## src/rtl/shs_pkg.sv

```systemverilog
package shs_pkg;

  // Per-segment steering attribute: bit 0 enables DRAM reads, bit 1 DRAM writes.
  typedef enum logic [1:0] {
    ATTR_LEGACY   = 2'b00,
    ATTR_RD_DRAM  = 2'b01,
    ATTR_WR_DRAM  = 2'b10,
    ATTR_ALL_DRAM = 2'b11
  } attr_e;

  typedef struct packed {
    logic to_dram;
    logic out_of_win;
  } steer_t;

endpackage

```

## src/rtl/shs_attr_reg.sv

```systemverilog
module shs_attr_reg #(
  parameter int REG_W   = 32,
  parameter int NUM_SEG = 6,
  parameter int STRIDE  = 4,
  parameter int ATTR_W  = 2
) (
  input  logic                           clk,
  input  logic                           rst_n,
  input  logic                           wr_en,
  input  logic [REG_W-1:0]               wr_data,
  output logic [REG_W-1:0]               rd_data,
  output logic [NUM_SEG-1:0][ATTR_W-1:0] seg_attr
);

  logic [REG_W-1:0] field_mask;
  logic [REG_W-1:0] reg_d;
  logic [REG_W-1:0] reg_q;

  // Bits that belong to an attribute field.
  always_comb begin
    field_mask = '0;
    for (int i = 0; i < NUM_SEG; i++) begin
      field_mask[i*STRIDE +: ATTR_W] = '1;
    end
  end

  always_comb begin
    reg_d = reg_q;
    if (wr_en) begin
      reg_d = wr_data & field_mask;
    end
  end

  always_ff @(posedge clk or negedge rst_n) begin
    if (!rst_n) begin
      reg_q <= '0;
    end else if (wr_en) begin
      reg_q <= reg_d;
    end
  end

  assign rd_data = reg_q;

  for (genvar g = 0; g < NUM_SEG; g++) begin : g_field
    assign seg_attr[g] = reg_q[g*STRIDE +: ATTR_W];
  end

endmodule

```

## src/rtl/shs_win_decode.sv

```systemverilog
module shs_win_decode #(
  parameter int ADDR_W    = 20,
  parameter int SEG_SHIFT = 14,
  parameter int FIRST_SEG = 54,
  parameter int NUM_SEG   = 6,
  localparam int PAGE_W   = ADDR_W - SEG_SHIFT,
  localparam int IDX_W    = (NUM_SEG > 1) ? $clog2(NUM_SEG) : 1
) (
  input  logic [ADDR_W-1:0] addr,
  output logic              in_win,
  output logic [IDX_W-1:0]  seg_idx
);

  localparam logic [PAGE_W:0] PAGE_LO = (PAGE_W+1)'(FIRST_SEG);
  localparam logic [PAGE_W:0] PAGE_HI = (PAGE_W+1)'(FIRST_SEG + NUM_SEG);

  logic [PAGE_W:0] page;
  logic [PAGE_W:0] page_off;

  always_comb begin
    page     = {1'b0, addr[ADDR_W-1:SEG_SHIFT]};
    page_off = page - PAGE_LO;
    in_win   = (page >= PAGE_LO) && (page < PAGE_HI);
    seg_idx  = page_off[IDX_W-1:0];
  end

endmodule

```

## src/rtl/shs_route_sel.sv

```systemverilog
module shs_route_sel
  import shs_pkg::*;
#(
  parameter int NUM_SEG = 6,
  parameter int ATTR_W  = 2,
  localparam int IDX_W  = (NUM_SEG > 1) ? $clog2(NUM_SEG) : 1
) (
  input  logic [NUM_SEG-1:0][ATTR_W-1:0] seg_attr,
  input  logic [IDX_W-1:0]               seg_idx,
  input  logic                           in_win,
  input  logic                           is_write,
  output steer_t                         steer
);

  logic [ATTR_W-1:0] picked;
  attr_e             attr;
  logic              dram_ok;

  always_comb begin
    picked = '0;
    for (int i = 0; i < NUM_SEG; i++) begin
      if (seg_idx == IDX_W'(i)) begin
        picked = seg_attr[i];
      end
    end
    attr = attr_e'(picked[1:0]);
  end

  always_comb begin
    unique case (attr)
      ATTR_LEGACY:   dram_ok = 1'b0;
      ATTR_RD_DRAM:  dram_ok = !is_write;
      ATTR_WR_DRAM:  dram_ok = is_write;
      ATTR_ALL_DRAM: dram_ok = 1'b1;
      default:       dram_ok = 1'b0;
    endcase
  end

  always_comb begin
    steer.out_of_win = !in_win;
    steer.to_dram    = in_win && dram_ok;
  end

endmodule

```

## src/rtl/shadow_steer.sv

```systemverilog
module shadow_steer
  import shs_pkg::*;
#(
  parameter int ADDR_W    = 20,
  parameter int REG_W     = 32,
  parameter int NUM_SEG   = 6,
  parameter int SEG_SHIFT = 14,
  parameter int FIRST_SEG = 54,
  parameter int STRIDE    = 4,
  parameter int ATTR_W    = 2
) (
  input  logic              clk,
  input  logic              rst_n,
  input  logic              cfg_wr_en,
  input  logic [REG_W-1:0]  cfg_wr_data,
  output logic [REG_W-1:0]  cfg_rd_data,
  input  logic              req_valid,
  output logic              req_ready,
  input  logic [ADDR_W-1:0] req_addr,
  input  logic              req_is_write,
  output logic              rsp_valid,
  input  logic              rsp_ready,
  output logic              rsp_to_dram,
  output logic              rsp_out_of_window
);

  localparam int IDX_W = (NUM_SEG > 1) ? $clog2(NUM_SEG) : 1;

  logic [NUM_SEG-1:0][ATTR_W-1:0] seg_attr;
  logic                           in_win;
  logic [IDX_W-1:0]               seg_idx;
  steer_t                         steer_now;

  logic   accept;
  logic   valid_d, valid_q;
  logic   load_en;
  steer_t rsp_d, rsp_q;

  shs_attr_reg #(
    .REG_W  (REG_W),
    .NUM_SEG(NUM_SEG),
    .STRIDE (STRIDE),
    .ATTR_W (ATTR_W)
  ) u_attr (
    .clk     (clk),
    .rst_n   (rst_n),
    .wr_en   (cfg_wr_en),
    .wr_data (cfg_wr_data),
    .rd_data (cfg_rd_data),
    .seg_attr(seg_attr)
  );

  shs_win_decode #(
    .ADDR_W   (ADDR_W),
    .SEG_SHIFT(SEG_SHIFT),
    .FIRST_SEG(FIRST_SEG),
    .NUM_SEG  (NUM_SEG)
  ) u_dec (
    .addr   (req_addr),
    .in_win (in_win),
    .seg_idx(seg_idx)
  );

  shs_route_sel #(
    .NUM_SEG(NUM_SEG),
    .ATTR_W (ATTR_W)
  ) u_sel (
    .seg_attr(seg_attr),
    .seg_idx (seg_idx),
    .in_win  (in_win),
    .is_write(req_is_write),
    .steer   (steer_now)
  );

  // Single response slot: free when empty or being drained this cycle.
  assign req_ready = !valid_q || rsp_ready;
  assign accept    = req_valid && req_ready;

  always_comb begin
    valid_d = valid_q;
    rsp_d   = rsp_q;
    load_en = accept;
    if (accept) begin
      valid_d = 1'b1;
      rsp_d   = steer_now;
    end else if (rsp_ready) begin
      valid_d = 1'b0;
    end
  end

  always_ff @(posedge clk or negedge rst_n) begin
    if (!rst_n) begin
      valid_q <= 1'b0;
    end else begin
      valid_q <= valid_d;
    end
  end

  always_ff @(posedge clk or negedge rst_n) begin
    if (!rst_n) begin
      rsp_q <= '{to_dram: 1'b0, out_of_win: 1'b0};
    end else if (load_en) begin
      rsp_q <= rsp_d;
    end
  end

  assign rsp_valid         = valid_q;
  assign rsp_to_dram       = rsp_q.to_dram;
  assign rsp_out_of_window = rsp_q.out_of_win;

endmodule

```

## config.mk

```make
export PLATFORM = sky130hd
export DESIGN_NAME = shadow_steer
export DESIGN_NICKNAME = d
export VERILOG_FILES = /design/src/rtl/shs_pkg.sv /design/src/rtl/shs_attr_reg.sv /design/src/rtl/shs_win_decode.sv /design/src/rtl/shs_route_sel.sv /design/src/rtl/shadow_steer.sv
export SDC_FILE = /design/constraint.sdc
export NUM_CORES = 1
export LEC_CHECK = 0
export BUFFER_PORTS_ARGS = -buffer_cell sky130_fd_sc_hd__buf_2
export CORE_ASPECT_RATIO = 1.25
export CORE_MARGIN = 3
export CORE_UTILIZATION = 37
export DETAILED_ROUTE_END_ITERATION = 8
export PLACE_DENSITY = 0.77
export SYNTH_ARGS = -nofsm -noshare
export SYNTH_HDL_FRONTEND = slang
export SYNTH_HIERARCHICAL = 1
export SYNTH_SLANG_ARGS = --single-unit
```

## constraint.sdc

```tcl
create_clock -name clk -period 2 [get_ports clk]
set_clock_uncertainty 0.15 [all_clocks]
set_input_delay 0.1 -clock clk [delete_from_list [all_inputs] [get_ports clk]]
set_output_delay 0.1 -clock clk [all_outputs]
set_load 0.01 [all_outputs]
```

Word level (Yosys, flattened, before mapping)
Index checks and enable logic that the tools add are counted.
- register bits after elaboration: 15
- bits of input ports: 58
- output and inout port bits: 36
- word-level logic and storage cells: 34
- equal/unequal tests: 8
- reductions and logical operators: 10
- mux-type cells: 9
- magnitude comparators: 2
- add/sub/neg operators: 1
- operators by type and width (kind ; count):
    2-bit two-way mux ; 6
    3-bit by 2-bit equality test with 1-bit output, second input constant ; 2
    3-bit equality test, second input constant ; 2
    6-bit greater-or-equal comparator, second input constant ; 1
    6-bit < comparator, second input constant ; 1
    2-bit equality test, second input constant ; 2
    1-bit one-hot mux with 4 select lines ; 1
    3-bit by 1-bit equality test with 1-bit output, second input constant ; 1
    1-bit logical AND ; 3
    1-bit logical NOT ; 3
    3-bit logical NOT ; 1
    3-bit subtractor, second input constant ; 1
    2-bit by 1-bit equality test with 1-bit output, second input constant ; 1
    2-bit logical NOT ; 1
    1-bit two-way mux ; 2
    2-bit nonzero test ; 1
    1-bit logical OR ; 1

Longest topological paths before layout
- word-level depth: 11
- gate-level depth with buffers: 6
- mapped depth without buffers: 5

By module
The synthesis kept the hierarchy.
- by module, submodules not included (module ; cells an instance ; sequential area each (um2) ; area an instance (um2) ; instances):
    shs_attr_reg ; 58 ; 300.3 ; 728.2 ; 1
    shadow_steer ; 8 ; 75.1 ; 132.6 ; 1
    shs_route_sel ; 14 ; 0.0 ; 132.6 ; 1
    shs_win_decode ; 7 ; 0.0 ; 46.3 ; 1

Worst setup path before layout
Ideal clock, no wire load.
- path type: register -> register
- from: register u_attr.reg_q[20] (netlist: u_attr/rd_data[20])
- to: register rsp_q (netlist bit rsp_to_dram)
- data required time: 1.725 ns
- setup time: 0.125 ns
- clock period less this slack: 1.865 ns
- stages on the path, launching flop included: 6
- arrival: 1.590 ns
- slack: 0.135 ns
- buffers on the path: 1
- cell sequence: dfrtp_1 buf_4 mux4_2 a221oi_2 a311oi_1 mux2_4
- RTL lines (element ; RTL line ; text):
    from (decl) ; shs_attr_reg.sv:17 ; logic [REG_W-1:0] reg_q;
    from (signal assigned) ; shs_attr_reg.sv:38 ; reg_q <= reg_d;
    to (signal assigned) ; shadow_steer.sv:101 ; rsp_q <= '{to_dram: 1'b0, out_of_win: 1'b0};
    to (signal assigned) ; shadow_steer.sv:103 ; rsp_q <= rsp_d;
    to (decl) ; shadow_steer.sv:37 ; steer_t rsp_d, rsp_q;

==> flow_summary.toml <==
[placed_design]
gp_congestion = 0.795
dp_cells = 143
post_dp_cell_area_mm2 = 0.00108
io_buffer_count = 39
dp_hpwl_mm = 1.49
dp_slack_ns = 0.159

[routing]
dr.first_iter.drc_count = 2
viasPerCell = 4.30
ant_nets = 0
drc = 0
dr.pass1.iters = 4
routed_wirelength_mm = 1.97
wl_per_cell_um = 12.2
num_vias = 693

[worst_setup_path]
cp_max_fo = 3
arrival_ns = 1.82
end_kind = "register"
startpoint = "u_attr/rd_data[20]"
crit_type = "register to register"
critPathRequiredTime_ns = 2.02
crit-reg2reg-launch = "u_attr/rd_data[20]"
worstSetupStartpointType = "register"

[die]
die_x_um = 53.4
die-area_mm2 = 0.00349
rows = 20
fp.dieH_um = 65.3
io_pins = 94
initial_core_util_pct = 40.7
core_mm2 = 0.00255

[final_layout]
final_nets = 187
syn_to_final_growth_pct = 20.2
fin_cells = 161
layout_commonest_cell = "buf_2"
finalInstanceArea_mm2 = 0.00125
final_cell_mix = "buf_2 (39), conb_1 (20), dfrtp_1 (15)"
antenna_cells = 0
drive_gt1_share_pct = 50.0
fin_util_pct = 49.0

[synth]
syn_inst = 87
avgSynthCellArea_um2 = 12.0
synth-seq-cells = 15
synth_xor_xnor_area_share_pct = 0.842
yosys_warnings = 6
yosys.area_share.adder_pct = 0
synth_compound_area_share_pct = 5.29
synth.area.mux_share_pct = 24.8
synth_top_family_by_area = "buffers and inverters"
synth_cell_type_count = 25
synthesis.area_mm2 = 0.00104
seq_area_frac_synth_pct = 36.1
yosys.area_share.simple_pct = 6.14

[cts]
cts_max_path_buffers = 2
htree_levels = 1
cts.clk_slew.worst_paths_ns = 0.09
root_buffer = "clkbuf_4"
clock_sinks = 15
cts_tree = "yes"
clk_latency_ns = 0.27
postCtsSetupBuffers = 0
cts_buffers = 3
ctsHoldBuffers = 14
cts_resized = 0

[grt]
gr-total-overflow = 0
antenna_found_initial = 0
grt_use_total_pct = 12.3
grt_max_degree = 16
grt_pass1_vias = 758
grt_pass1_wl_mm = 3.19

[sta]
setup_viol = 0
finalHoldViolations = 0
period_minus_slack_ns = 1.80
max_freq_ghz = 0.555
period_share_pct = 90.1
tns_ns = 0
slew_viol_final = 0
grt_setup_unrepaired = "no"
timing.final.ws_setup_ns = 0.197
hold_slack_ns = 0.0820

[power_and_ir_drop]
leakage_nw = 0.649
p_per_area_mw_per_mm2 = 584
totalPowerFinal_uw = 730
vdd.ir_drop.worst_mv = 0.323

[flow_run]
max-cap-violations = 0

[worst_hold_path]
hold_path.class = "input port to register"
worstHoldStart = "rsp_ready"

[run_status]
outcome = "completed"
## power breakdown
part,switching (mW),internal [mW]
sequential,0.0222,0.331
combinational,0.0934,0.114
clock,0.0920,0.0772
total,0.208,0.522
## cell usage after synthesis
| cell | instances | share of area [%] |
|---|---|---|
| buf_4 | 33 | 24 |
| dfrtp_1 | 15 | 36 |
| mux2_4 | 12 | 17 |
| mux2_2 | 4 | 4.3 |
| inv_1 | 3 | 1.1 |
| a211o_1 | 1 | 0.84 |
| a21boi_0 | 1 | 0.72 |
| a21oi_2 | 1 | 0.84 |
| a221oi_2 | 1 | 1.4 |
| a311oi_1 | 1 | 0.84 |
| a31oi_1 | 1 | 0.60 |
| and4bb_2 | 1 | 1.2 |
| buf_6 | 1 | 1.1 |
| clkbuf_2 | 1 | 0.48 |
| conb_1 | 1 | 0.36 |
| mux2i_1 | 1 | 0.96 |
| mux4_2 | 1 | 2.2 |
| nand2_1 | 1 | 0.36 |
| nand2_2 | 1 | 0.60 |
| nand2b_1 | 1 | 0.60 |
| nand2b_4 | 1 | 1.3 |
| nand3b_1 | 1 | 0.72 |
| nor2b_1 | 1 | 0.60 |
| or2b_1 | 1 | 0.72 |
| xor2_1 | 1 | 0.84 |
## worst paths after layout
kind	end	slack, ns	cells after the start
max	rsp_to_dram	0.20	4
min	rsp_valid	0.08	3
max reg2reg	rsp_to_dram	0.20	4
min reg2reg	rsp_to_dram	0.36	1
max in group asynchronous	u_attr/rd_data[12]	1.35	2
min in group asynchronous	u_attr/rd_data[21]	0.11	2
## area by class of cell
type	instances	area, um2
repair buffers	53	335
well taps	33	41.3
fillers	237	1300
clock buffers	4	26.3
inverters	3	11.3
multi-input cells	53	460
flip-flops and latches	15	375
## per-layer routing
metal  track usage [%]  vias up  share of wire (%)
li1                  -      323                  -
met1              13.7      325                 38
met2              22.5       45                 52
met3              3.63        0                9.8
met4              1.92        0                  0
met5                 0        -                  0
## state kept, by name, indices dropped and copies added (netlist names)
signal,flops
u_attr/rd_data,12
rsp_valid,1
rsp_to_dram,1
rsp_out_of_window,1
## critical path, cell delays in order (launching register included)
cell	delay [ns]
dfrtp_1	0.41
mux4_2	0.49
a221oi_2	0.29
a311oi_1	0.09
mux2_4	0.27
## cell families after synthesis
kind of cell    Yosys count
xor+xnor                  1
simple gates              8
flops                    15
compound gates            6
mux                      18
other cells               1
buf+inv                  38
(Power assumes the default switching activity.)
